**src/rtl/cmp_pkg.sv**
```systemverilog
package cmp_pkg;
  // One-clock strobes from the datapath to the flag control
  typedef struct packed {
    logic setB;
    logic setA;
  } hitStrb_t;
endpackage

```
**src/rtl/cmp_datapath.sv**
```systemverilog
module cmp_datapath
  import cmp_pkg::*;
#(
  parameter int CNT_W = 16
) (
  input  logic             clk,
  input  logic             rstN,
  input  logic             tick,
  input  logic [CNT_W-1:0] count,
  input  logic             wideMode,
  input  logic             wrEnA,
  input  logic             wrEnB,
  input  logic [CNT_W/2-1:0] wrData,
  output hitStrb_t         strb
);
  localparam int HALF_W = CNT_W / 2;

  logic [HALF_W-1:0] regA, regB;
  logic              matchA, matchB;
  logic [1:0]        prevMatch;

  always_ff @(posedge clk) begin
    if (!rstN) begin
      regA <= '0;
      regB <= '0;
    end else begin
      if (wrEnA) regA <= wrData;
      if (wrEnB) regB <= wrData;
    end
  end

  // Comparator selection: two narrow comparators or one wide comparator
  always_comb begin
    if (wideMode) begin
      matchA = ({regB, regA} == count);
      matchB = 1'b0;
    end else begin
      matchA = (regA == count[HALF_W-1:0]);
      matchB = (regB == count[HALF_W-1:0]);
    end
  end

  // Match state as seen at the last tick, for one-shot setting
  always_ff @(posedge clk) begin
    if (!rstN) prevMatch <= '0;
    else if (tick) prevMatch <= {matchB, matchA};
  end

  always_comb begin
    strb.setA = tick && matchA && !prevMatch[0];
    strb.setB = tick && matchB && !prevMatch[1];
  end

  AST_ONE_SHOT_A: assert property (@(posedge clk) disable iff (!rstN)
    strb.setA |=> !strb.setA);
  AST_ONE_SHOT_B: assert property (@(posedge clk) disable iff (!rstN)
    strb.setB |=> !strb.setB);
endmodule

```
**src/rtl/cmp_control.sv**
```systemverilog
module cmp_control
  import cmp_pkg::*;
#(
  parameter int NUM_CH = 2
) (
  input  logic              clk,
  input  logic              rstN,
  input  hitStrb_t          strb,
  input  logic [NUM_CH-1:0] ie,
  input  logic [NUM_CH-1:0] ack,
  input  logic [NUM_CH-1:0] swClr,
  output logic [NUM_CH-1:0] flag,
  output logic [NUM_CH-1:0] irq
);
  logic [NUM_CH-1:0] setVec;
  logic [NUM_CH-1:0] clrVec;

  assign setVec = {strb.setB, strb.setA};
  assign clrVec = ack | swClr;

  for (genvar ch = 0; ch < NUM_CH; ch++) begin : g_chan
    always_ff @(posedge clk) begin
      if (!rstN)           flag[ch] <= 1'b0;
      else if (setVec[ch]) flag[ch] <= 1'b1;
      else if (clrVec[ch]) flag[ch] <= 1'b0;
    end
    assign irq[ch] = flag[ch] & ie[ch];
  end

  AST_SET_WINS_A: assert property (@(posedge clk) disable iff (!rstN)
    strb.setA |=> flag[0]);
  AST_SET_WINS_B: assert property (@(posedge clk) disable iff (!rstN)
    strb.setB |=> flag[1]);
  AST_CLEAR_A: assert property (@(posedge clk) disable iff (!rstN)
    (clrVec[0] && !strb.setA) |=> !flag[0]);
  AST_CLEAR_B: assert property (@(posedge clk) disable iff (!rstN)
    (clrVec[1] && !strb.setB) |=> !flag[1]);
endmodule

```
**src/rtl/dual_compare_unit.sv**
```systemverilog
module dual_compare_unit
  import cmp_pkg::*;
#(
  parameter int CNT_W = 16
) (
  input  logic             clk,
  input  logic             rstN,
  input  logic             tick,
  input  logic [CNT_W-1:0] count,
  input  logic             wideMode,
  input  logic             wrEnA,
  input  logic             wrEnB,
  input  logic [CNT_W/2-1:0] wrData,
  input  logic             ieA,
  input  logic             ieB,
  input  logic             ackA,
  input  logic             ackB,
  input  logic             swClrA,
  input  logic             swClrB,
  output logic             flagA,
  output logic             flagB,
  output logic             irqA,
  output logic             irqB
);
  hitStrb_t   strb;
  logic [1:0] flagVec, irqVec;

  cmp_datapath #(.CNT_W(CNT_W)) u_dp (
    .clk(clk), .rstN(rstN), .tick(tick), .count(count),
    .wideMode(wideMode), .wrEnA(wrEnA), .wrEnB(wrEnB),
    .wrData(wrData), .strb(strb)
  );

  cmp_control #(.NUM_CH(2)) u_ctl (
    .clk(clk), .rstN(rstN), .strb(strb),
    .ie({ieB, ieA}), .ack({ackB, ackA}), .swClr({swClrB, swClrA}),
    .flag(flagVec), .irq(irqVec)
  );

  assign flagA = flagVec[0];
  assign flagB = flagVec[1];
  assign irqA  = irqVec[0];
  assign irqB  = irqVec[1];

  AST_WIDE_NO_B: assert property (@(posedge clk) disable iff (!rstN)
    $rose(flagB) |-> $past(tick && !wideMode));
  AST_TICK_NEEDED_A: assert property (@(posedge clk) disable iff (!rstN)
    $rose(flagA) |-> $past(tick));
  AST_TICK_NEEDED_B: assert property (@(posedge clk) disable iff (!rstN)
    $rose(flagB) |-> $past(tick));
endmodule

```
**config.mk**
```make
export PLATFORM = sky130hd
export DESIGN_NAME = dual_compare_unit
export DESIGN_NICKNAME = d
export VERILOG_FILES = /design/src/rtl/cmp_pkg.sv /design/src/rtl/cmp_datapath.sv /design/src/rtl/cmp_control.sv /design/src/rtl/dual_compare_unit.sv
export SDC_FILE = /design/constraint.sdc
export NUM_CORES = 1
export LEC_CHECK = 0
export ABC_CLOCK_PERIOD_IN_PS = 1400
export BUFFER_PORTS_ARGS = -buffer_cell sky130_fd_sc_hd__buf_2
export CAP_MARGIN = 20
export CORE_MARGIN = 3
export CORE_UTILIZATION = 42
export DETAILED_ROUTE_END_ITERATION = 7
export PLACE_DENSITY = 0.73
export SLEW_MARGIN = 0
export SYNTH_ARGS = -nofsm -noshare
export SYNTH_HDL_FRONTEND = slang
export SYNTH_HIERARCHICAL = 1
export SYNTH_SLANG_ARGS = --single-unit
```
**constraint.sdc**
```tcl
create_clock -name clk -period 1.4 [get_ports clk]
set_clock_uncertainty 0.15 [all_clocks]
set_input_delay 0.35 -clock clk [delete_from_list [all_inputs] [get_ports clk]]
set_output_delay 0.35 -clock clk [all_outputs]
set_load 0.02 [all_outputs]
```
==> metrics <==
outcome complete, but fails checks; failing checks negative setup slack; Final Max Tran Viols 0; n_diodes 0; layout cell share with drive strength beyond 1 47.40%; period utilization 111.6%; post-synthesis average cell area 9.887 um2; Yosys reg bits 20; Netlist cell types 20; Initial Utilization 44.73%; Yosys top cell area share 39.70%; Arr. time, crit path 1660 ps; reg-to-reg endpoint u_ctl/flag[0]$_SDFFE_PN0P_; PwrDens 800.5 mW/mm2; Die H 55 um; P_leak 0.6996 nW; slack of the critical path -162.4 ps; R2R Setup Slk -160 ps; Hold Crit Endpoint u_ctl/flag[1]$_SDFFE_PN0P_; Buffers on Ports 39; worst hold stages 2; worst-case reg-to-reg path depth 5; number of global-route vias before repair 920; count of clock tree sinks 20; kind of critical path register to register; WHS 146.7 ps; CP Capture Type register; number of DRC markers in iteration 0 11; clk buf depth 2; cells after synthesis 102; max cap viols 0; CTS H-tree lvls 1; io pins 40; final setup fails 5; Final Hold Vio Count 0; Remaining DRCs 0; Critical Path RT 1500 ps; Worst-path clk slew 110 ps; CTS Buf Count 3; initial antenna violation count 0; antenna viol nets, final 0; Final HPWL DP 1837 um; Cell Rows 17; area leader, netlist dfxtp_1; Netlist Area Pre-Place 0.001008 mm2; total die area 0.003025 mm2; average wire per standard cell 13.26 um; Layout Nets 192; Die X 55 um; Seq/Total Area, Yosys 39.70%; crit path max fanout 2; # fillers 209; first-pass GRT wire length 3691 um; overall routing resource usage 17.51%; number of vias per cell 4.918; Post-synth EDFFs 0; RSZ-0062 raised after global routing true; Final Total Pwr 1.137 mW; worst r2r src u_dp/regB[6]$_SDFFE_PN0P_; IR drop worst, VDD 0.7460 mV; Tightest Hold Check Type primary input to register; Period minus WS final 1562 ps; area of the multi-input gates 636.9 um2; Worst slew margin 81.74%; Critical Path Start Type register; core area 0.002255 mm2; FFs w/ async S/R, synth 0%; top cells by instance count after synthesis 20 x dfxtp_1, 20 x xor2_1, 17 x nor2_1; total number of vias 895; syn_nets 138; Primary FF master, synth dfxtp_1; placer congestion estimate 0.7770; Worst Tran Pin Value 273.0 ps; CTS Root Cell clkbuf_4; Layout area overhead 40.82%; Reg area 409.1 um2; DP Area 0.001315 mm2; global route overflow 0; design area 0.001420 mm2; hold path start rstN; largest cells by area after synthesis dfxtp_1 40%, xor2_1 17%, mux2i_1 16%, nor2_1 6.3%, xnor2_1 3.5%; largest net degree at the start of global routing 18; clock latency on the worst-skew pair 300 ps; Final Routed Wirelength 2414 um; Yosys warning count 6; TritonCTS clock tree built; Initial DRT Pass Iterations 4; Max Fclk 640.1 MHz
==> worst max path at each step <==
| stage | start | endpoint | depth (start not counted) |
|---|---|---|---|
| 2_1_floorplan | count[14] | u_ctl/flag[0]$_SDFFE_PN0P_ | 5 |
| 3_5_place_dp | count[10] | u_ctl/flag[0]$_SDFFE_PN0P_ | 6 |
| 6_report | u_dp/regB[6]$_SDFFE_PN0P_ | u_ctl/flag[0]$_SDFFE_PN0P_ | 5 |
| 3_3_place_gp | count[10] | u_ctl/flag[0]$_SDFFE_PN0P_ | 6 |
| 4_1_cts | u_dp/regB[0]$_SDFFE_PN0P_ | u_ctl/flag[0]$_SDFFE_PN0P_ | 5 |
| 5_1_grt | u_dp/regB[6]$_SDFFE_PN0P_ | u_ctl/flag[0]$_SDFFE_PN0P_ | 5 |
==> cell families after synthesis <==
family,count (synthesis),share of synthesized area (%)
compound gates,5,4.342
xor+xnor,24,20.84
buf+inv,4,1.736
flops,20,39.70
mux,16,15.88
simple gates,33,17.49
==> metrics by stage <==
stage	util (%)	setup TNS, ps	std cells	setup slack, ps
6_report	62.99	-335.5	182	-162.4
5_1_grt	62.99	-764.3	182	-227.7
4_1_cts	60.43	-422.9	182	-178.3
3_5_place_dp	58.32	-821.1	178	-352.0
3_3_place_gp	58.32	-691.9	178	-308.0
2_1_floorplan	-	-44.85	102	-44.85
==> repair_timing <==
item                       4_1_cts  5_1_grt
pin swaps                        6       12
hold buffers                     0        0
setup endpoints to repair        5        7
gates resized for setup          7       14
setup buffers                    1        0
==> per-layer routing <==
layer | part of all wire, % | vias up | global-route usage (%) | wire, um
met1 | 40 | 410 | 20.13 | 973
met5 | 0 | - | 0 | 0
met3 | 6.4 | 4 | 2.949 | 154
li1 | - | 448 | - | -
met2 | 52 | 33 | 30.71 | 1257
met4 | 1.2 | 0 | 9.312 | 28
==> where the power goes <==
| group | internal, mW | switching, mW |
|---|---|---|
| Combinational | 0.130 | 0.121 |
| Sequential | 0.598 | 0.0196 |
| Clock | 0.100 | 0.167 |
| Total | 0.829 | 0.308 |
==> layout by cell type, fill, tap and decap left out, drive strengths merged <==
master  instances
buf            52
xor2           20
dfxtp          20
nor2           17
mux2i          16
nor4            5
xnor2           4
clkbuf          3
nand3           3
nor3b           3
o21a            2
and2            2
a21boi          1
nor3            1
clkinv          1
nand3b          1
o41ai           1
nand2b          1
a21oi           1
==> worst max-delay path: stages, from the launching register on <==
cell	delay [ps]
dfxtp_2	340
xor2_1	150
nor4_2	320
a21boi_2	120
nor4_2	270
o21a_1	160
==> layout make-up <==
type                            count  area share, %
Multi-Input combinational cell     78          44.85
Sequential cell                    20          28.81
Timing Repair Buffer               52          22.03
Tap cell                           28          2.467
Clock buffer                        3          1.586
Inverter                            1         0.2643
==> sequential cells by signal, indices dropped and copies added (netlist names) <==
name            flops
u_dp/regB           8
u_dp/prevMatch      2
u_ctl/flag          2
u_dp/regA           8
No activity file was read; power rests on OpenSTA's default activity.
